## src/rtl/ipi_cmd_pkg.sv

```systemverilog
// Package: field positions, masks and the message type shared by the
// inter-processor interrupt command register and its submodules.
package ipi_cmd_pkg;
    localparam int HALF_W     = 32;
    localparam int CMD_W      = 2 * HALF_W;
    localparam int VEC_W      = 8;
    localparam int DM_W       = 3;
    localparam int SH_W       = 2;
    localparam int NDEST_W    = 8;           // destination width, half-word mode
    localparam int WDEST_W    = HALF_W;      // destination width, whole-word mode

    localparam int VEC_LSB    = 0;
    localparam int DM_LSB     = 8;
    localparam int LOGIC_BIT  = 11;
    localparam int STAT_BIT   = 12;
    localparam int LEVEL_BIT  = 14;
    localparam int TRIG_BIT   = 15;
    localparam int SH_LSB     = 18;

    // Writable low-half bits: 7:0, 10:8, 11, 14, 15, 19:18
    localparam logic [HALF_W-1:0] LO_WMASK = 32'h000C_CFFF;
    // Writable high-half bits in half-word mode: destination at the top
    localparam logic [HALF_W-1:0] HI_NMASK = {{NDEST_W{1'b1}}, {(HALF_W-NDEST_W){1'b0}}};
    localparam logic [DM_W-1:0]   DM_RSVD  = 3'b011;

    typedef struct packed {
        logic [VEC_W-1:0]   vector;
        logic [DM_W-1:0]    dlv_mode;
        logic               logical;
        logic               level;
        logic               trigger;
        logic [SH_W-1:0]    shorthand;
        logic [WDEST_W-1:0] dest;
    } ipi_msg_t;
endpackage

```

## src/rtl/ipi_cmd_store.sv

```systemverilog
// Holds the two register halves. Picks the write port by wide_mode and masks
// reserved bits on entry. Gates the launching half while a message is pending.
// Exposes next-state values so the launcher sees data written in the same cycle.
// Assumes the caller provides the current pending flag.
module ipi_cmd_store
    import ipi_cmd_pkg::*;
(
    input  logic              clk,
    input  logic              rst_n,
    input  logic              wide_mode,
    input  logic              wr_lo_en,
    input  logic              wr_hi_en,
    input  logic [HALF_W-1:0] wr_data,
    input  logic              wr64_en,
    input  logic [CMD_W-1:0]  wr64_data,
    input  logic              pending,
    output logic [HALF_W-1:0] lo_q,
    output logic [HALF_W-1:0] hi_q,
    output logic [HALF_W-1:0] lo_nxt,
    output logic [HALF_W-1:0] hi_nxt,
    output logic              launch
);
    logic              lo_take, hi_take;
    logic [HALF_W-1:0] lo_src, hi_src, hi_mask;

    // Select the active write port and compute the next register contents
    always_comb begin
        lo_take = wide_mode ? (wr64_en && !pending) : (wr_lo_en && !pending);
        hi_take = wide_mode ? (wr64_en && !pending) : wr_hi_en;
        lo_src  = wide_mode ? wr64_data[HALF_W-1:0] : wr_data;
        hi_src  = wide_mode ? wr64_data[CMD_W-1:HALF_W] : wr_data;
        hi_mask = wide_mode ? {HALF_W{1'b1}} : HI_NMASK;
        lo_nxt  = lo_take ? (lo_src & LO_WMASK) : lo_q;
        hi_nxt  = hi_take ? (hi_src & hi_mask) : hi_q;
        launch  = lo_take;
    end

    // Register both halves
    always_ff @(posedge clk) begin
        if (!rst_n) begin
            lo_q <= '0;
            hi_q <= '0;
        end else begin
            lo_q <= lo_nxt;
            hi_q <= hi_nxt;
        end
    end
endmodule

```

## src/rtl/ipi_msg_launch.sv

```systemverilog
// Decodes the fields of a launching write into a message and holds it until
// the valid/ready handshake completes. Drops writes with the reserved delivery
// mode. Assumes launch is only raised while no message is pending.
module ipi_msg_launch
    import ipi_cmd_pkg::*;
(
    input  logic              clk,
    input  logic              rst_n,
    input  logic              wide_mode,
    input  logic              launch,
    input  logic [HALF_W-1:0] lo_nxt,
    input  logic [HALF_W-1:0] hi_nxt,
    input  logic              msg_ready,
    output logic              pending,
    output ipi_msg_t          msg_q
);
    ipi_msg_t msg_d;
    logic     start;
    logic     unused_bits;

    assign unused_bits = ^{lo_nxt[31:20], lo_nxt[17:16], lo_nxt[13:12]};

    // Decode the message fields; a shorthand replaces the destination
    always_comb begin
        msg_d.vector    = lo_nxt[VEC_LSB +: VEC_W];
        msg_d.dlv_mode  = lo_nxt[DM_LSB +: DM_W];
        msg_d.logical   = lo_nxt[LOGIC_BIT];
        msg_d.level     = lo_nxt[LEVEL_BIT];
        msg_d.trigger   = lo_nxt[TRIG_BIT];
        msg_d.shorthand = lo_nxt[SH_LSB +: SH_W];
        if (msg_d.shorthand != '0)
            msg_d.dest = '0;
        else if (wide_mode)
            msg_d.dest = hi_nxt;
        else
            msg_d.dest = {{(WDEST_W-NDEST_W){1'b0}}, hi_nxt[HALF_W-1 -: NDEST_W]};
        start = launch && (msg_d.dlv_mode != DM_RSVD);
    end

    // Pending flag and captured message: set on start, clear on handshake
    always_ff @(posedge clk) begin
        if (!rst_n) begin
            pending <= 1'b0;
            msg_q   <= '0;
        end else if (start) begin
            pending <= 1'b1;
            msg_q   <= msg_d;
        end else if (pending && msg_ready) begin
            pending <= 1'b0;
        end
    end
endmodule

```

## src/rtl/ipi_cmd_reg.sv

```systemverilog
// Top of the inter-processor interrupt command register. Joins the register
// store and the message launcher and builds the readback word, with the
// delivery status in bit 12 and reserved bits forced to zero.
// Assumes a synchronous active-low reset.
module ipi_cmd_reg
    import ipi_cmd_pkg::*;
(
    input  logic              clk,
    input  logic              rst_n,
    input  logic              wide_mode,
    input  logic              wr_lo_en,
    input  logic              wr_hi_en,
    input  logic [HALF_W-1:0] wr_data,
    input  logic              wr64_en,
    input  logic [CMD_W-1:0]  wr64_data,
    output logic [CMD_W-1:0]  rd_data,
    output logic              send_pending,
    output logic              msg_valid,
    input  logic              msg_ready,
    output logic [VEC_W-1:0]  msg_vector,
    output logic [DM_W-1:0]   msg_dlv_mode,
    output logic              msg_logical,
    output logic              msg_level,
    output logic              msg_trigger,
    output logic [SH_W-1:0]   msg_shorthand,
    output logic [WDEST_W-1:0] msg_dest
);
    logic [HALF_W-1:0] lo_q, hi_q, lo_nxt, hi_nxt;
    logic              launch, pending;
    ipi_msg_t          msg_q;

    ipi_cmd_store u_store (
        .clk       (clk),
        .rst_n     (rst_n),
        .wide_mode (wide_mode),
        .wr_lo_en  (wr_lo_en),
        .wr_hi_en  (wr_hi_en),
        .wr_data   (wr_data),
        .wr64_en   (wr64_en),
        .wr64_data (wr64_data),
        .pending   (pending),
        .lo_q      (lo_q),
        .hi_q      (hi_q),
        .lo_nxt    (lo_nxt),
        .hi_nxt    (hi_nxt),
        .launch    (launch)
    );

    ipi_msg_launch u_launch (
        .clk       (clk),
        .rst_n     (rst_n),
        .wide_mode (wide_mode),
        .launch    (launch),
        .lo_nxt    (lo_nxt),
        .hi_nxt    (hi_nxt),
        .msg_ready (msg_ready),
        .pending   (pending),
        .msg_q     (msg_q)
    );

    // Readback word and message outputs
    always_comb begin
        rd_data[HALF_W-1:0]     = lo_q | (HALF_W'(pending) << STAT_BIT);
        rd_data[CMD_W-1:HALF_W] = hi_q & (wide_mode ? {HALF_W{1'b1}} : HI_NMASK);
        send_pending  = pending;
        msg_valid     = pending;
        msg_vector    = msg_q.vector;
        msg_dlv_mode  = msg_q.dlv_mode;
        msg_logical   = msg_q.logical;
        msg_level     = msg_q.level;
        msg_trigger   = msg_q.trigger;
        msg_shorthand = msg_q.shorthand;
        msg_dest      = msg_q.dest;
    end
endmodule

```

## config.mk

```make
export PLATFORM = sky130hd
export DESIGN_NAME = ipi_cmd_reg
export DESIGN_NICKNAME = d
export VERILOG_FILES = /design/src/rtl/ipi_cmd_pkg.sv /design/src/rtl/ipi_cmd_store.sv /design/src/rtl/ipi_msg_launch.sv /design/src/rtl/ipi_cmd_reg.sv
export SDC_FILE = /design/constraint.sdc
export NUM_CORES = 1
export LEC_CHECK = 0
export BUFFER_PORTS_ARGS = -buffer_cell sky130_fd_sc_hd__buf_4
export CELL_PAD_IN_SITES_DETAIL_PLACEMENT = 1
export CELL_PAD_IN_SITES_GLOBAL_PLACEMENT = 1
export CORE_MARGIN = 4
export CORE_UTILIZATION = 33
export CTS_CLUSTER_DIAMETER = 40
export DETAILED_ROUTE_END_ITERATION = 7
export PLACE_DENSITY = 0.76
export SLEW_MARGIN = 15
export SYNTH_ARGS = -nofsm -noshare
export SYNTH_HDL_FRONTEND = slang
export SYNTH_SLANG_ARGS = --single-unit
```

## constraint.sdc

```tcl
create_clock -name clk -period 2.7 [get_ports clk]
set_input_delay 0.135 -clock clk [delete_from_list [all_inputs] [get_ports clk]]
set_output_delay 0.135 -clock clk [all_outputs]
set_load 0.01 [all_outputs]
```

==> metrics.txt, run 1 <==
largest family of logic cells by synthesized area=compound AO/OA/AOI/OAI gates; CP max-delay cell=or4_4; Synth Area in Adders=0%; CTS tree=built; Hold WC Path Type=in -> reg; XOR/XNOR Fraction of Synth Area=0%; post-synthesis simple-gate area fraction=16.06%; critical path depth in cells=3; final worst-path cycle share=79.60%; share of cells above drive strength 1=a little under two fifths; Fin. Hold Viols=0; via-per-instance ratio=5.147; crit end category=flip-flop; RePlAce Congestion=0.7916; leakage=between 2 and 3 nW; Synth Instances=about 450; final setup fails=0; post-CTS setup buffer count=0; Cells on Worst Hold Path=3; cell taking the most area after synthesis=dfxtp_1; Clock transition at path regs=about 0.07 ns; Compound-Gate Fraction of Synth Area=26.06%; clk sink count=97; Most used DFF post-synth=dfxtp_1; ant diodes=0; final WL=14.84 mm; synthesized area=4364 um2; TritonCTS buffer count=9; post-CTS sizing=0; Post-Syn Area per Cell=9.720 um2; PwrDens=616.9 nW/um2; DP Worst Slack=around 0.48 ns; mux contribution to synthesized area=3.068%; CTS hold repair buffers=0; dpl hpwl=around 11 mm; FF-to-FF path depth=3; height of the die=123 um; Fillers=1469; IO buf count=177; Max Clk Rate=0.4653 GHz; Tmin final=2.149 ns; Worst-Margin Slew=around 0.77 ns; YS warnings=0; status=complete, no violations; GR Util All Layers=around 19%; Wirelength per Cell=19.15 um; final setup margin=0.5508 ns; Crit path max-delay family=compound AO/OA/AOI/OAI gates; nets=701; Root Buffer=clkbuf_16; area share of the largest cell type after synthesis=44.50%; Congestion Overflow GR=0; ys async rst share=0%; clock tree buffer depth=2; FP Rows=41; Post-synth EDFFs=0; Worst EP arrival=2.44 ns; Area Overhead vs Synth=36.93%; max-slew violation count=0; maximum vdd drop=just under 0.3 mV; initial antenna violation count=0; DR iter-0 viols=224; Worst Path Buf+Inv=0; most frequent cells in the layout=190 x buf_4, 97 x dfxtp_1, 34 x nor2_1; via count=3989; Critical Path Max Stage Delay=0.73 ns; clk_lat worst skew=0.35 ns; Ports=217; Routed Antenna Nets=0; TNS Setup=0 ns; DIE WIDTH=123 um; crit-path max FO=17; pin count of the biggest net entering global routing=43; htree depth=3; number of global-route vias before repair=between 4000 and 5000; largest cells by area after synthesis=dfxtp_1 44%, a22o_1 6.4%, buf_4 4.5%; RSZ-0062 raised after global routing=no; number of max-cap violations=0; Yosys cell types=39; First-pass DRT Iterations=4; most common cell after layout, fill and taps aside=buf_4; worst path required time=around 3 ns; die area=15130 um2; startpoint types=flip-flop; first-pass GRT wire length=22.62 mm; Remaining DRCs=0; CP cell instances=or4_4 -> a21oi_1 -> a22o_1; Seq cells post-synth=97; clock skew=0.008372 ns; Seq/Total Area, Yosys=44.50%; CP Class=reg -> reg; slew margin rel.=48.55%; core box area=12770 um2; initial core utilization=between 30% and 40%
state kept, by name (all words and copies together), names as in the netlist:
register and cells:
u_launch.msg_q 48, u_store.hi_q 32, u_launch.pending 1, u_store.lo_q 16
worst min-delay path, cell delays in order:
cell and delay (ns):
buf_4 0.11, nand2_1 0.04, a21boi_0 0.09
worst paths after layout:
| kind | start | to | slack [ns] |
|---|---|---|---|
| setup / recovery | u_launch.pending$_SDFFE_PN0P_ | u_launch.msg_q[5]$_SDFFE_PN0P_ | 0.55 |
| hold / removal | wr64_data[48] | u_store.hi_q[16]$_SDFF_PN0_ | 0.07 |
| setup reg to reg | u_launch.pending$_SDFFE_PN0P_ | u_launch.msg_q[5]$_SDFFE_PN0P_ | 0.55 |
| hold reg to reg | u_launch.msg_q[38]$_SDFFE_PN0P_ | u_launch.msg_q[38]$_SDFFE_PN0P_ | 0.48 |
power by group:
| part | internal [mW] | switching [mW] | leakage (nW) |
|---|---|---|---|
| combinational | 0.310 | 0.380 | 1.75 |
| sequential | 1.52 | 0.0555 | 0.793 |
| clock | 0.822 | 0.600 | 0.158 |
cells in the mapped netlist (10+ instances only):
cell type,count
nor2_1,34
buf_4,26
clkbuf_1,30
mux2i_1,10
o211a_1,10
a22o_1,32
nand4_1,11
nand3_1,16
o221ai_1,19
and2_1,27
dfxtp_1,97
a21boi_0,19
nand2_1,28
through the flow:
| step | area [um2] | util, % | instances | hold slack [ns] | power, mW |
|---|---|---|---|---|---|
| 3_3_place_gp | 5649 | 44.23 | 759 | 0.4097 | 2.279 |
| 3_5_place_dp | 5649 | 44.23 | 759 | 0.4364 | 2.299 |
| 6_report | 5976 | 46.78 | 775 | 0.06948 | 3.686 |
| 4_1_cts | 5976 | 46.78 | 775 | 0.05339 | 3.730 |
| 2_1_floorplan | 4417 | - | 463 | 0.3059 | 2.020 |
| 5_1_grt | 5976 | 46.78 | 775 | 0.06887 | 3.843 |
layout make-up:
cell class	count	area (um2)	area share, %
Multi-Input combinational cell	290	2028	33.94
Sequential cell	97	1942	32.50
Timing Repair Buffer	190	1426	23.87
Clock buffer	9	225.2	3.769
Tap cell	172	215.2	3.601
Clock inverter	7	101.3	1.696
Inverter	10	37.54	0.6281
metal layers:
metal	wire, um	global-route usage (%)	up-vias
met3	1207	5.855	17
met4	268	7.889	0
li1	-	-	1891
met2	7302	33.48	145
met5	0	0	-
met1	6059	22.45	1936
logic make-up (layout without fill, tap and decap cells):
family	Yosys count	in the layout
and+or+nand+nor	136	136
AOI/OAI and AO/OA	126	126
DFF	97	97
buffers and inverters	76	216
muxes	13	13
other	1	15
Power figures use the tool's default switching activity.
==> run 2, diff against run 1 <==
--- a/config.mk
+++ b/config.mk
@@ -5,11 +5,12 @@
 export SDC_FILE = /design/constraint.sdc
 export NUM_CORES = 1
 export LEC_CHECK = 0
+export ABC_AREA = 1
 export BUFFER_PORTS_ARGS = -buffer_cell sky130_fd_sc_hd__buf_4
 export CELL_PAD_IN_SITES_DETAIL_PLACEMENT = 1
 export CELL_PAD_IN_SITES_GLOBAL_PLACEMENT = 1
 export CORE_MARGIN = 4
-export CORE_UTILIZATION = 33
+export CORE_UTILIZATION = 31
 export CTS_CLUSTER_DIAMETER = 40
 export DETAILED_ROUTE_END_ITERATION = 7
 export PLACE_DENSITY = 0.76
==> constraint.sdc (replaced) <==
create_clock -name clk -period 2.1 [get_ports clk]
set_input_delay 0.105 -clock clk [delete_from_list [all_inputs] [get_ports clk]]
set_output_delay 0.105 -clock clk [all_outputs]
set_load 0.01 [all_outputs]
==> run 2 against run 1 <==
Design area grew 3.9%. Sequential power is 34% higher. Clock power is 20% higher. Synthesized cell count is 52% higher. Largest power group unchanged. Highest routed layer unchanged.
==> metrics.txt, run 2 <==
status=complete, no violations; startpoint types=flip-flop; ant diodes=0 (unchanged); clock tree buffer depth=2 (unchanged); crit end category=flip-flop; nets=930 (+33%); Ports=217 (unchanged); via count=4800 (+20%); TNS Setup=0 ns (unchanged); DIE WIDTH=129.0 um (+4.9%); area share of the largest cell type after synthesis=42.77% (-1.7 points); First-pass DRT Iterations=4 (unchanged); most common cell after layout, fill and taps aside=buf_4; max reg flops=48 (unchanged); most common cell in the netlist=nand2_1; pin count of the biggest net entering global routing=77 (+79%); crit-path max FO=40 (+23); Core Util, Final=44.06% (-2.7 points); Remaining DRCs=0 (unchanged); final worst-path cycle share=90.30% (+11 points); Clock transition at path regs=0.07 ns (about the same); number of max-cap violations=0 (unchanged); final setup fails=0 (unchanged); CP Class=reg -> reg; Seq cells post-synth=97 (unchanged); initial antenna violation count=0 (unchanged); core box area=14100 um2 (+10%); Post-synth EDFFs=0 (unchanged); Most used DFF post-synth=dfxtp_1; max-slew violation count=0 (unchanged); clock skew=0.005688 ns (-0.002684 ns); synthesized area=4541 um2 (+4.0%); initial core utilization=32.21% (-2.0 points); maximum vdd drop=0.4031 mV (+39%); dpl hpwl=11.55 mm (+8.3%); DR iter-0 viols=225 (+0.45%); Hold WC Path Type=in -> reg; Max Clk Rate=0.5273 GHz (+13%); largest cells by area after synthesis=dfxtp_1 43%, nand2_1 15%, nor2_1 8.7%; die area=16650 um2 (+10%); DP Area=5894 um2 (+4.3%); Worst EP arrival=2.13 ns (-0.31 ns); share of cells above drive strength 1=26.20% (-11 points); GR Util All Layers=18.90% (-0.51 points); Tmin final=1.896 ns (-0.2528 ns); Post-Syn Area per Cell=6.658 um2 (-32%); commonest cells in the netlist=177 x nand2_1, 105 x nor2_1, 97 x dfxtp_1; first-pass GRT wire length=25.06 mm (+11%); Wirelength per Cell=15.73 um (-18%); Biggest register=u_launch.msg_q; height of the die=129.0 um (+4.9%); YS warnings=0 (unchanged); final WL=15.92 mm (+7.3%); Synth Instances=682 (+52%); CTS tree=built; IO buf count=177 (unchanged); Congestion Overflow GR=0 (unchanged); ys async rst share=0% (unchanged); FP Rows=43 (+4.9%); Routed Antenna Nets=0 (unchanged); cell taking the most area after synthesis=dfxtp_1; most frequent cells in the layout=183 x buf_4, 176 x nand2_1, 105 x nor2_1; PwrDens=809.7 nW/um2 (+31%); RePlAce Congestion=0.7963 (+0.59%); leakage=3.135 nW (+16%); Area Overhead vs Synth=36.79%; Root Buffer=clkbuf_16; TritonCTS buffer count=9 (unchanged); number of global-route vias before repair=5008 (+20%); worst path required time=2.33 ns (-0.67 ns); Seq/Total Area, Yosys=42.77% (-1.7 points); Regs by FF count=u_launch.msg_q x48, u_store.hi_q x32, u_store.lo_q x16; Final Instance Area=6211 um2 (+3.9%); Yosys cell types=22 (-44%); Fin. Hold Viols=0 (unchanged); htree depth=3 (unchanged); via-per-instance ratio=4.743 (-7.8%); RSZ-0062 raised after global routing=no; clk sink count=97 (unchanged); clk_lat worst skew=0.35 ns (about the same)
run 2: cell count changes in the layout (fill, tap and decap cells not counted), sizes merged, moves of 12 or more:
| cell | before | now |
|---|---|---|
| nand2 | 28 | 182 |
| and2 | 27 | 0 |
| a22o | 32 | 0 |
| inv | 11 | 64 |
| o221ai | 19 | 0 |
| o31ai | 12 | 0 |
| a21boi | 20 | 0 |
| o21ai | 2 | 71 |
| nand3 | 16 | 36 |
| nor2 | 34 | 106 |
| a21oi | 9 | 46 |
run 2: path summary, 6_finish.rpt:
check                                        from                               to  slack [ns]  depth (start not counted)
hold / removal                          msg_ready    u_launch.pending$_SDFFE_PN0P_        0.06                          4
hold reg to reg   u_launch.msg_q[39]$_SDFFE_PN0P_  u_launch.msg_q[39]$_SDFFE_PN0P_        0.47                          2
setup / recovery    u_launch.pending$_SDFFE_PN0P_  u_launch.msg_q[13]$_SDFFE_PN0P_        0.20                         10
setup reg to reg    u_launch.pending$_SDFFE_PN0P_  u_launch.msg_q[13]$_SDFFE_PN0P_        0.20                         10
run 2: routing by layer:
| layer | up-vias | share of wire (%) | GRT usage [%] | routed length, um |
|---|---|---|---|---|
| met2 | 146 | 49 | 32.96 | 7763 |
| met4 | 0 | 1.9 | 6.980 | 302 |
| met1 | 2260 | 42 | 21.96 | 6664 |
| met3 | 19 | 7.4 | 5.565 | 1185 |
| met5 | - | 0 | 0 | 0 |
| li1 | 2375 | - | - | - |
run 2: final cells by class:
type / instances / area (um2)
Inverter: 64 / 240.2
Tap cell: 180 / 225.2
Clock buffer: 12 / 256.5
Sequential cell: 97 / 1942
Fill cell: 1816 / 7885
Clock inverter: 4 / 51.30
Multi-Input combinational cell: 466 / 2002
Timing Repair Buffer: 189 / 1494
run 2: cell families (layout without fill, tap and decap cells):
kind of cell,count (synthesis),after routing,synth area share [%]
simple gates,332,333,29.43
buf+inv,134,269,14.49
compound gates,118,118,13.23
flops,97,97,42.77
other cells,1,15,0.08259
run 2: report_power, final:
| group | switching (mW) | total [mW] | internal (mW) |
|---|---|---|---|
| combinational | 0.698 | 1.22 | 0.517 |
| sequential | 0.101 | 2.11 | 2.01 |
| clock | 0.712 | 1.70 | 0.989 |
| total | 1.51 | 5.03 | 3.52 |
run 2: metrics by stage:
| stage | hold slack [ns] | power, mW | std cells | setup WS, ns |
|---|---|---|---|---|
| floorplan | 0.2925 | 2.824 | 696 | 0.5968 |
| global placement | 0.3998 | 3.331 | 995 | 0.2218 |
| detailed placement | 0.4012 | 3.374 | 995 | 0.1080 |
| CTS | 0.03075 | 5.101 | 1011 | 0.1044 |
| global route | 0.06454 | 5.331 | 1012 | 0.01627 |
| finish | 0.05645 | 5.029 | 1012 | 0.2037 |
run 2: timing repair:
| item | CTS | global route |
|---|---|---|
| endpoints found under the setup margin | 0 | 41 |
| resized for setup | 0 | 1 |
| hold buffers | 0 | 0 |
| setup buffers | 0 | 0 |
run 2: critical path: stages (launching register included):
cell and delay, ns:
dfxtp_1 0.38, inv_1 0.11, nand2_1 0.10, nand2_2 0.12, nand2_2 0.16, inv_2 0.07, o21ai_2 0.13, nand2_4 0.20
buf_12 0.22, o21ai_0 0.19, a21oi_1 0.07
